## src/rtl/spi_cs_pkg.sv

```systemverilog
package spi_cs_pkg;

    localparam int CTL_W     = 32;
    localparam int F_GAP_LO  = 4;
    localparam int F_LATE    = 8;
    localparam int F_QUEUE   = 14;
    localparam int F_LOC_EN  = 15;
    localparam logic [CTL_W-1:0] RD_MASK =
        (CTL_W'(3) << F_GAP_LO) | (CTL_W'(1) << F_LATE) | (CTL_W'(1) << F_LOC_EN);

    typedef enum logic [2:0] {
        SEQ_IDLE,
        SEQ_LEAD,
        SEQ_SHIFT,
        SEQ_TRAIL,
        SEQ_GAP
    } seq_state_e;

    typedef struct packed {
        logic [1:0] gap;
        logic       late;
        logic       loc_en;
    } ctl_reg_t;

    typedef struct packed {
        logic [1:0] gap;
        logic       late;
    } frame_cfg_t;

    function automatic ctl_reg_t unpack_ctl(input logic [CTL_W-1:0] w);
        ctl_reg_t r;
        r.gap    = w[F_GAP_LO +: 2];
        r.late   = w[F_LATE];
        r.loc_en = w[F_LOC_EN];
        return r;
    endfunction

    function automatic logic [CTL_W-1:0] pack_ctl(input ctl_reg_t r);
        logic [CTL_W-1:0] w;
        w = '0;
        w[F_GAP_LO +: 2] = r.gap;
        w[F_LATE]        = r.late;
        w[F_LOC_EN]      = r.loc_en;
        return w;
    endfunction

endpackage

```

## src/rtl/spi_cs_regs.sv

```systemverilog
module spi_cs_regs
    import spi_cs_pkg::*;
(
    input  logic             clk,
    input  logic             rst,
    input  logic             reg_wr,
    input  logic [CTL_W-1:0] reg_wdata,
    input  logic             glob_wr,
    input  logic             glob_wdata,
    input  logic             busy,
    output ctl_reg_t         ctl,
    output logic [CTL_W-1:0] reg_rdata,
    output logic             xfer_en
);

    logic en_req;
    logic en_next;

    always_comb begin
        en_req = xfer_en;
        if (glob_wr)
            en_req = glob_wdata;
        else if (reg_wr && reg_wdata[F_QUEUE])
            en_req = reg_wdata[F_LOC_EN];
        // a running frame may not lose its enable
        en_next = (busy && !en_req) ? xfer_en : en_req;
    end

    always_ff @(posedge clk) begin
        if (rst) begin
            ctl     <= '0;
            xfer_en <= 1'b0;
        end else begin
            if (reg_wr)
                ctl <= unpack_ctl(reg_wdata);
            xfer_en <= en_next;
        end
    end

    assign reg_rdata = pack_ctl(ctl);

endmodule

```

## src/rtl/spi_cs_sclkdiv.sv

```systemverilog
module spi_cs_sclkdiv #(
    parameter int SCLK_DIV = 4
) (
    input  logic clk,
    input  logic rst,
    input  logic run,
    output logic tick
);

    localparam int CW = (SCLK_DIV > 1) ? $clog2(SCLK_DIV) : 1;
    localparam logic [CW-1:0] LAST = CW'(SCLK_DIV - 1);

    logic [CW-1:0] cnt;

    assign tick = run && (cnt == LAST);

    always_ff @(posedge clk) begin
        if (rst || !run)
            cnt <= '0;
        else if (tick)
            cnt <= '0;
        else
            cnt <= cnt + 1'b1;
    end

endmodule

```

## src/rtl/spi_cs_seq.sv

```systemverilog
module spi_cs_seq
    import spi_cs_pkg::*;
#(
    parameter int FRAME_BITS = 8,
    parameter int NUM_SEL    = 8,
    parameter int SEL_W      = 3
) (
    input  logic               clk,
    input  logic               rst,
    input  logic               txbuf_wr,
    input  logic               xfer_en,
    input  logic [SEL_W-1:0]   tx_sel,
    input  ctl_reg_t           ctl,
    input  logic               tick,
    output logic               busy,
    output logic [NUM_SEL-1:0] sel_n
);

    localparam int BW = (FRAME_BITS > 1) ? $clog2(FRAME_BITS) : 1;
    localparam logic [BW-1:0]    LAST_BIT = BW'(FRAME_BITS - 1);
    localparam logic [SEL_W-1:0] LATE_IDX = SEL_W'(NUM_SEL - 1);

    seq_state_e       state;
    frame_cfg_t       snap;
    logic [SEL_W-1:0] idx;
    logic [BW-1:0]    bit_cnt;
    logic [1:0]       gap_cnt;
    logic             start;
    logic             late_line;
    logic             line_on;

    assign start = (state == SEQ_IDLE) && txbuf_wr && xfer_en;
    assign busy  = (state != SEQ_IDLE);

    always_ff @(posedge clk) begin
        if (rst) begin
            state   <= SEQ_IDLE;
            snap    <= '0;
            idx     <= '0;
            bit_cnt <= '0;
            gap_cnt <= '0;
        end else begin
            case (state)
                SEQ_IDLE: begin
                    if (start) begin
                        state     <= SEQ_LEAD;
                        snap.gap  <= ctl.gap;
                        snap.late <= ctl.late;
                        idx       <= tx_sel;
                    end
                end
                SEQ_LEAD: begin
                    if (tick) begin
                        state   <= SEQ_SHIFT;
                        bit_cnt <= '0;
                    end
                end
                SEQ_SHIFT: begin
                    if (tick) begin
                        if (bit_cnt == LAST_BIT)
                            state <= SEQ_TRAIL;
                        else
                            bit_cnt <= bit_cnt + 1'b1;
                    end
                end
                SEQ_TRAIL: begin
                    if (tick) begin
                        gap_cnt <= '0;
                        state   <= (snap.gap == 2'd0) ? SEQ_IDLE : SEQ_GAP;
                    end
                end
                SEQ_GAP: begin
                    if (tick) begin
                        if (gap_cnt == snap.gap - 2'd1)
                            state <= SEQ_IDLE;
                        else
                            gap_cnt <= gap_cnt + 1'b1;
                    end
                end
                default: state <= SEQ_IDLE;
            endcase
        end
    end

    assign late_line = snap.late && (idx == LATE_IDX);
    assign line_on   = ((state == SEQ_LEAD) && !late_line) ||
                       (state == SEQ_SHIFT) || (state == SEQ_TRAIL);

    for (genvar i = 0; i < NUM_SEL; i++) begin : g_sel
        assign sel_n[i] = !(line_on && (idx == SEL_W'(i)));
    end

endmodule

```

## src/rtl/spi_cs_timer.sv

```systemverilog
module spi_cs_timer
    import spi_cs_pkg::*;
#(
    parameter int SCLK_DIV   = 4,
    parameter int FRAME_BITS = 8,
    parameter int NUM_SEL    = 8,
    localparam int SEL_W     = (NUM_SEL > 1) ? $clog2(NUM_SEL) : 1
) (
    input  logic               clk,
    input  logic               rst,
    input  logic               reg_wr,
    input  logic [31:0]        reg_wdata,
    output logic [31:0]        reg_rdata,
    input  logic               glob_wr,
    input  logic               glob_wdata,
    input  logic               txbuf_wr,
    input  logic [SEL_W-1:0]   tx_sel,
    output logic               xfer_en,
    output logic               busy,
    output logic [NUM_SEL-1:0] sel_n
);

    ctl_reg_t ctl;
    logic     tick;

    spi_cs_regs u_regs (
        .clk       (clk),
        .rst       (rst),
        .reg_wr    (reg_wr),
        .reg_wdata (reg_wdata),
        .glob_wr   (glob_wr),
        .glob_wdata(glob_wdata),
        .busy      (busy),
        .ctl       (ctl),
        .reg_rdata (reg_rdata),
        .xfer_en   (xfer_en)
    );

    spi_cs_sclkdiv #(.SCLK_DIV(SCLK_DIV)) u_div (
        .clk (clk),
        .rst (rst),
        .run (busy),
        .tick(tick)
    );

    spi_cs_seq #(
        .FRAME_BITS(FRAME_BITS),
        .NUM_SEL   (NUM_SEL),
        .SEL_W     (SEL_W)
    ) u_seq (
        .clk     (clk),
        .rst     (rst),
        .txbuf_wr(txbuf_wr),
        .xfer_en (xfer_en),
        .tx_sel  (tx_sel),
        .ctl     (ctl),
        .tick    (tick),
        .busy    (busy),
        .sel_n   (sel_n)
    );

endmodule

```

## config.mk

```make
export PLATFORM = sky130hd
export DESIGN_NAME = spi_cs_timer
export DESIGN_NICKNAME = d
export VERILOG_FILES = /design/src/rtl/spi_cs_pkg.sv /design/src/rtl/spi_cs_regs.sv /design/src/rtl/spi_cs_sclkdiv.sv /design/src/rtl/spi_cs_seq.sv /design/src/rtl/spi_cs_timer.sv
export SDC_FILE = /design/constraint.sdc
export NUM_CORES = 1
export LEC_CHECK = 0
export ABC_AREA = 1
export BUFFER_PORTS_ARGS = -buffer_cell sky130_fd_sc_hd__buf_2
export CORE_AREA = 2 2 55 108
export CTS_CLUSTER_DIAMETER = 30
export CTS_CLUSTER_SIZE = 16
export DETAILED_ROUTE_END_ITERATION = 8
export DIE_AREA = 0 0 57 110
export GPL_TIMING_DRIVEN = 0
export PLACE_DENSITY = 0.61
export SYNTH_ARGS = -nofsm -noshare
export SYNTH_HDL_FRONTEND = slang
export SYNTH_SLANG_ARGS = --single-unit
```

## constraint.sdc

```tcl
create_clock -name clk -period 1.65 [get_ports clk]
set_clock_uncertainty 0.05 [all_clocks]
set_input_delay 0.33 -clock clk [delete_from_list [all_inputs] [get_ports clk]]
set_output_delay 0.33 -clock clk [all_outputs]
set_load 0.01 [all_outputs]
```

==> impl_metrics.ini, run 1 <==
[critical_path]
worst_path_largest_cell_delay_ns = 0.37
r2r_slack_ns = 0.10
worstPathArrival_ns = 1.34
cp_num_cells = 5
start_kind = flop
crit_chain = nor2_4 > nand2_4 > o22ai_4 > nand4_1 > buf_2
crit_type = flop to output port
critPathSlowestCell = dfxtp_4
reg2reg_to = u_seq.snap[1]
path_buf_inv = 1
endpoint_kind = output port
r2r_start = u_seq.state[1]
crit_start = u_seq.state[1]
cpLargestDelayFamily = flip-flops
path_max_fanout = 8
required_ns = 1.27
reg2reg_depth = 9

[clock_network]
clock-sinks = 21
cts-root-buf = clkbuf_8
htree_num_levels = 1
hold_buffers = 0
cts_made_buffers = 3
cts_tree = done
clk_latency_ns = 0.26
path_clk_slew_ns = 0.08
cts_buffer_depth = 2

[grt]
gr-total-overflow = 0
track_usage_pct = 8.78
grt_pass1_wl_um = 4330
grt_pass1_vias = 1086
antenna_found_initial = 0
grt_start_max_net_pins = 14

[routing]
avgViaCountPerCell = 4.12
drt_iter0_drc = 11
drc = 0
num_vias = 1277
drtPass1Iterations = 4
wirelength_um = 2760
drtAntennaViolNets = 0
wl_per_cell_um = 8.89

[timing]
min_period_ns = 1.72
fin_setup_tns_ns = -0.432
timing.hold.ws_ns = 0.235
clock.fmax_mhz = 582
slew_violations = 0
final.period_utilization_pct = 104
finalHoldViolations = 0
rsz0062_at_grt = true
finalWorstSetupSlack_ns = -0.0684
setup_viol = 8

[synth]
synth-simple-area-share_pct = 28.4
async_flop_share_pct = 0
ys_seq_area_share_pct = 32.2
synth.largest_area_cell = dfxtp_1
synth-xor-area-share_pct = 0.670
synth_top_family_by_area = simple AND/OR/NAND/NOR gates
synthCells = 189
synth_area_um2 = 1310
yosysMostFrequentCell = nand2_1
synthTopCellsByCount = nand2_1, buf_4, dfxtp_1, inv_1, nor2_1
synth-compound-area-share_pct = 10.4
synth_mux_area_share_pct = 0
synth_area_per_cell_um2 = 6.92
synth_edf_count = 0
synth.area.top_cells = dfxtp_1, buf_4, nand2_1, inv_1, nor2_1
synth_fa_ha_area_share_pct = 3.83
synth_top_flop_cell = dfxtp_1
synth_top_area_share_pct = 32.2
ys_ff_latch = 21
synth_cell_types = 21
ys_warn_count = 0

[final_layout]
antenna-diode-count = 0
fin_cells = 310
stdcell_area_um2 = 1740
drive_above_1_share_pct = 34.4
nNetsFinal = 296
area_delta_synth_final_pct = 33.3

[floorplanning]
initial_utilization_pct = 24.1
fp.coreArea_um2 = 5420
dieWidth_um = 57
die_area_um2 = 6270
die_h_um = 110
boundaryPins = 83
num_rows = 38

[power_and_ir_drop]
switching_share_pct = 39.6
p_per_area_nw_per_um2 = 1030
p_comb_share_pct = 42.8
irDropWorstVdd_uv = 488
clkPwrFrac_pct = 19.6
sequentialPowerShare_pct = 37.7
switchingPower_uw = 708
internal-power_mw = 1.08
leakagePower_nw = 0.871

[place]
place_inst = 302
dpl_worst_slack_ns = -0.254
gp_congestion = 0.730
dpl.hpwl_um = 2280
placed_area_um2 = 1610
io_buffers = 26

[min_path]
hold_class = primary input to flop
hp-start = reg_wdata[8]
holdPathStages = 3
min_to = u_regs.ctl[1]

[status]
outcome = complete, but fails checks
violations = setup timing

[run]
cap_violations = 0
[worst reg2reg max path: cells and delay by family, from the launching register on]
| family | cells | cell delay (ns) |
|---|---|---|
| buffers and inverters | 4 | 0.47 |
| flip-flops | 1 | 0.37 |
| AO/OA/AOI/OAI | 2 | 0.21 |
| AND/OR/NAND/NOR | 3 | 0.32 |
[per-layer routing]
metal,vias to the layer above,GRT usage (%),routed length [um]
met4,0,4.98,64
met5,-,0,0
met2,46,18.9,1560
met3,5,0.700,159
li1,676,-,-
met1,550,7.29,968
[sequential cells by signal, indices dropped and copies added (netlist names)]
register / count
u_div.cnt: 2
u_seq.gap_cnt: 2
u_regs.xfer_en: 1
u_regs.ctl: 4
u_seq.snap: 3
u_seq.idx: 3
u_seq.bit_cnt: 3
u_seq.state: 3
[kinds of logic (layout without fill, tap and decap cells)]
group,Yosys count,in the layout
adders and majority gates,4,4
DFF,21,21
and+or+nand+nor,81,81
buffers and inverters,55,89
xor gates and xnor gates,1,1
AOI/OAI and AO/OA,26,26
other,1,28
[stage by stage]
| stage | total power, mW | utilization [%] |
|---|---|---|
| finish | 1.79 | 32.2 |
| floorplan | 1.19 | - |
| CTS | 1.77 | 31.8 |
| global route | 1.93 | 32.2 |
| global placement | 1.33 | 29.8 |
| detailed placement | 1.34 | 29.8 |
[cell type report]
class / instances / area, um2
Tap cell: 60 / 75.1
Clock buffer: 3 / 41.3
Buffer: 31 / 226
Timing Repair Buffer: 30 / 160
Clock inverter: 1 / 7.51
Sequential cell: 21 / 434
Inverter: 24 / 90.1
Fill cell: 623 / 3680
Multi-Input combinational cell: 140 / 708
[worst max-delay path by stage]
stage               end  slack [ns]
4_1_cts        sel_n[4]       -0.08
2_1_floorplan  sel_n[0]        0.11
3_5_place_dp   sel_n[4]       -0.25
6_report       sel_n[3]       -0.07
5_1_grt        sel_n[6]       -0.14
3_3_place_gp   sel_n[4]       -0.24
[power groups by stage]
stage	logic [mW]	clock network, mW	registers (mW)
floorplan	0.532	0	0.655
global placement	0.666	0	0.664
detailed placement	0.676	0	0.665
CTS	0.749	0.357	0.668
global route	0.860	0.390	0.685
finish	0.764	0.350	0.673
[cell usage in the layout, fill, tap and decap left out, types with 2 or more instances in the layout]
cell      netlist  final
a21oi_1        12     12
nand2_2         3      3
nor2_1         19     17
ha_1            4      4
clkbuf_8        0      3
nand2_1        33     32
inv_2           3      3
inv_1          21     21
buf_2           0     26
dfxtp_2         0      5
o21ai_0        11     10
conb_1          1     28
nand4_1        11     11
buf_4          29     33
dfxtp_1        21     14
dfxtp_4         0      2
nand3_1        12     11
nor2_4          2      3
[what timing repair did]
action	in CTS	in global routing
endpoints found under the hold margin	0	0
setup endpoints to repair	8	13
buffers inserted	3	1
pin swaps	7	4
gates resized for setup	11	7
(Power assumes the default switching activity.)
==> inputs of run 2 (changes only) <==
- clock period: 1.65 -> 1.8 ns (I/O delays scaled with it)
==> impl_metrics.ini, run 2 (synthesis results as in run 1) <==
[min_path]
holdPathStages = 3
hold_class = primary input to flop

[grt]
gr-total-overflow = 0
antenna_found_initial = 0
grt_pass1_wl_um = 4230
track_usage_pct = 8.62
grt_start_max_net_pins = 14
grt_pass1_vias = 1057

[clock_network]
cts-root-buf = clkbuf_8
path_clk_slew_ns = 0.08
clk_latency_ns = 0.26
cts_made_buffers = 3
clock-sinks = 21
hold_buffers = 0
htree_num_levels = 1
cts_buffer_depth = 2
cts_tree = done

[final_layout]
utilization_pct = 31.9
antenna-diode-count = 0
final_common_cell = buf_4
mostFrequentLayoutCells = buf_4, nand2_1, conb_1, buf_2, inv_1
largest-register = u_regs.ctl
multi_input_comb_area_um2 = 696
stdcell_area_um2 = 1730
nNetsFinal = 296
fillerInstances = 624
register_area_um2 = 433
area_delta_synth_final_pct = 32.2
drive_above_1_share_pct = 33.2
fin_cells = 310
largest_reg_flops = 4

[floorplanning]
initial_utilization_pct = 24.1
boundaryPins = 83
die_h_um = 110
num_rows = 38
fp.coreArea_um2 = 5420
die_area_um2 = 6270
dieWidth_um = 57

[timing]
rsz0062_at_grt = true
finalHoldViolations = 0
setup_viol = 0
final.period_utilization_pct = 98.1
slew_violations = 0
timing.hold.ws_ns = 0.263
clock.fmax_mhz = 566
min_period_ns = 1.77
finalWorstSetupSlack_ns = 0.0337

[routing]
avgViaCountPerCell = 4.13
drtPass1Iterations = 4
drtAntennaViolNets = 0
drc = 0
wl_per_cell_um = 8.90
wirelength_um = 2760
num_vias = 1280
drt_iter0_drc = 17

[place]
placed_area_um2 = 1610
dpl.hpwl_um = 2280
place_inst = 302
io_buffers = 26
dpl_worst_slack_ns = -0.134
gp_congestion = 0.730

[power_and_ir_drop]
leakagePower_nw = 0.870
irDropWorstVdd_uv = 461
p_per_area_nw_per_um2 = 943

[critical_path]
endpoint_kind = output port
crit_type = flop to output port
reg2reg_depth = 9
worstPathArrival_ns = 1.36
required_ns = 1.39
path_max_fanout = 8
start_kind = flop

[run]
cap_violations = 0

[status]
outcome = finished clean
## run 2: cell types whose count changed in the layout (fill, tap and decap cells not counted)
cell     delta
dfxtp_1     +1
dfxtp_2     -1
nand3_1     +1
nand3_2     -1
nor2_1      +1
nor2_4      -1
o21ai_0     +1
o21ai_1     -1
## run 2: worst paths after layout
kind                   from       endpoint  slack, ns
max          u_seq.state[2]       sel_n[4]       0.03
min reg2reg    u_div.cnt[0]   u_div.cnt[0]       0.39
min            reg_wdata[8]  u_regs.ctl[1]       0.26
max reg2reg  u_seq.state[2]  u_seq.snap[0]       0.23
## run 2: worst max-delay path, cell delays in order (launching register included)
cell and delay [ns]:
dfxtp_4 0.37, nor2_4 0.14, nand2_4 0.07, o22ai_4 0.22, nand4_1 0.13, buf_2 0.16
## run 2: power by group
group          switching, mW  internal [mW]
logic                  0.406          0.291
registers             0.0733          0.541
clock network          0.163          0.156
total                  0.643          0.988
## run 2: per-stage QoR
step                total power [mW]  setup TNS (ns)
global route                    1.77          -0.174
finish                          1.63               0
CTS                             1.59               0
detailed placement              1.23          -0.950
floorplan                       1.09               0
global placement                1.22          -0.910
## run 2: layout make-up
type	count	area share, %
Inverter	24	5.21
Tap cell	60	4.34
Timing Repair Buffer	30	9.26
Sequential cell	21	25.0
Multi-Input combinational cell	140	40.2
Clock buffer	3	2.39
Clock inverter	1	0.434
Buffer	31	13.1
## run 2: layer usage
metal  part of all wire, %  global-route usage (%)  vias to the layer above
li1                      -                       -                      676
met2                    57                    18.2                       44
met4                   2.3                    4.98                        0
met5                     0                       0                        -
met1                    35                    7.36                      555
met3                   5.6                   0.700                        5
## run 2: repair_timing
item,in CTS,in global routing
pin swaps,2,6
resized for setup,6,7
setup buffers,1,3
setup endpoints to repair,8,8
==> inputs of run 3 (changes only) <==
- CORE_AREA: 2 2 55 108 -> 2 2 43 84
- CTS_BUF_LIST: default -> sky130_fd_sc_hd__clkbuf_16
- DIE_AREA: 0 0 57 110 -> 0 0 45 86
- PLACE_DENSITY: 0.61 -> 0.88
==> impl_metrics.ini, run 3 (synthesis results as in run 1) <==
[power_and_ir_drop]
clkPwrFrac_pct = 25.8
switching_share_pct = 37.7
p_per_area_nw_per_um2 = 1050
internal-power_mw = 1.12
leakagePower_nw = 0.890
irDropWorstVdd_uv = 819
p_comb_share_pct = 40.2
switchingPower_uw = 676
sequentialPowerShare_pct = 34.0

[final_layout]
drive_above_1_share_pct = 31.2
mostFrequentLayoutCells = buf_4, nand2_1, conb_1, buf_2, inv_1
largest-register = u_regs.ctl
fillerInstances = 305
nNetsFinal = 296
antenna-diode-count = 0
multi_input_comb_area_um2 = 696
area_delta_synth_final_pct = 31.2
register_area_um2 = 425
final_common_cell = buf_4
largest_reg_flops = 4
stdcell_area_um2 = 1720

[timing]
slew_violations = 0
finalHoldViolations = 0
setup_viol = 0
final.period_utilization_pct = 98.2
min_period_ns = 1.77
finalWorstSetupSlack_ns = 0.0325
timing.hold.ws_ns = 0.280
rsz0062_at_grt = true
clock.fmax_mhz = 566

[routing]
wirelength_um = 2920
num_vias = 1312
avgViaCountPerCell = 4.67
drtPass1Iterations = 4
drc = 0
drt_iter0_drc = 22
wl_per_cell_um = 10.4
drtAntennaViolNets = 0

[place]
io_buffers = 26
dpl.hpwl_um = 2190
placed_area_um2 = 1580
dpl_worst_slack_ns = -0.0564
gp_congestion = 0.874

[floorplanning]
dieWidth_um = 45
fp.coreArea_um2 = 3190
initial_utilization_pct = 40.9
boundaryPins = 83
num_rows = 29
die_h_um = 86
die_area_um2 = 3870

[critical_path]
start_kind = flop
path_buf_inv = 1
required_ns = 1.39
cpLargestDelayFamily = simple AND/OR/NAND/NOR gates
endpoint_kind = output port
critPathSlowestCell = dfxtp_4
worst_path_largest_cell_delay_ns = 0.36
worstPathArrival_ns = 1.36
crit_chain = nor2_4 > nand2_4 > o22ai_4 > nand4_1 > buf_2
crit_type = flop to output port
path_max_fanout = 8

[clock_network]
htree_num_levels = 1
clock-sinks = 21
clk_latency_ns = 0.25
cts_buffer_depth = 2
path_clk_slew_ns = 0.05
cts_made_buffers = 3
cts_tree = done
hold_buffers = 0
cts-root-buf = clkbuf_16

[grt]
gr-total-overflow = 0
grt_pass1_wl_um = 4410
antenna_found_initial = 0
track_usage_pct = 15.5
grt_start_max_net_pins = 12
grt_pass1_vias = 1157

[status]
outcome = finished clean

[run]
cap_violations = 0

[min_path]
hold_class = primary input to flop
==> run 3: cell count changes in the layout (fill, tap and decap cells not counted), sizes merged <==
cell / change
clkinvlp: -1
inv: +1
==> run 3: routing by layer <==
metal | up-vias | track usage, % | wire [um]
li1 | 678 | - | -
met2 | 54 | 31.4 | 1710
met1 | 569 | 11.4 | 929
met5 | - | 0 | 0
met4 | 0 | 11.0 | 127
met3 | 11 | 1.89 | 150
==> run 3: path summary, 6_finish.rpt <==
| path | from | end | slack (ns) | cells after the start |
|---|---|---|---|---|
| setup / recovery | u_seq.state[1] | sel_n[2] | 0.03 | 5 |
| hold / removal | reg_wdata[4] | u_regs.ctl[2] | 0.28 | 3 |
| setup reg to reg | u_seq.bit_cnt[0] | u_seq.state[2] | 0.17 | 10 |
| hold reg to reg | u_div.cnt[0] | u_div.cnt[0] | 0.38 | 1 |
==> run 3: metrics by stage <==
step	setup TNS, ns	utilization (%)	instances	power (mW)
final	0	53.7	281	1.79
after global routing	-0.238	53.7	281	1.91
after CTS	0	52.5	277	1.73
after detailed placement	-0.425	49.4	273	1.23
after global placement	-0.229	49.4	273	1.21
after floorplan	0	-	216	1.09
==> run 3: final cells by class <==
class / instances / area share [%]
buffer: 31 / 13.2
clock inverter: 1 / 0.219
clock buffer: 3 / 4.38
timing repair buffer: 30 / 9.34
inverter: 24 / 5.25
tap: 31 / 2.26
sequential: 21 / 24.8
multi-input combinational: 140 / 40.6
==> run 3: worst reg2reg max path, delay by kind of cell (launching register included) <==
family                   cells  cell delay, ns
AND/OR/NAND/NOR              7            0.67
buffers and inverters        1            0.06
adder cells (fa/ha/maj)      2            0.40
flip-flops                   1            0.32
==> run 3: power groups by stage <==
stage | Sequential, mW | Combinational [mW] | Clock, mW
after floorplan | 0.600 | 0.488 | 0
after global placement | 0.606 | 0.605 | 0
after detailed placement | 0.610 | 0.622 | 0
after CTS | 0.608 | 0.662 | 0.463
after global routing | 0.616 | 0.800 | 0.497
final | 0.611 | 0.721 | 0.462
==> run 3: repair_timing <==
action,in CTS,in global routing
pin swaps,1,7
resized for setup,5,3
endpoints found under the setup margin,8,8
buffers inserted,0,4
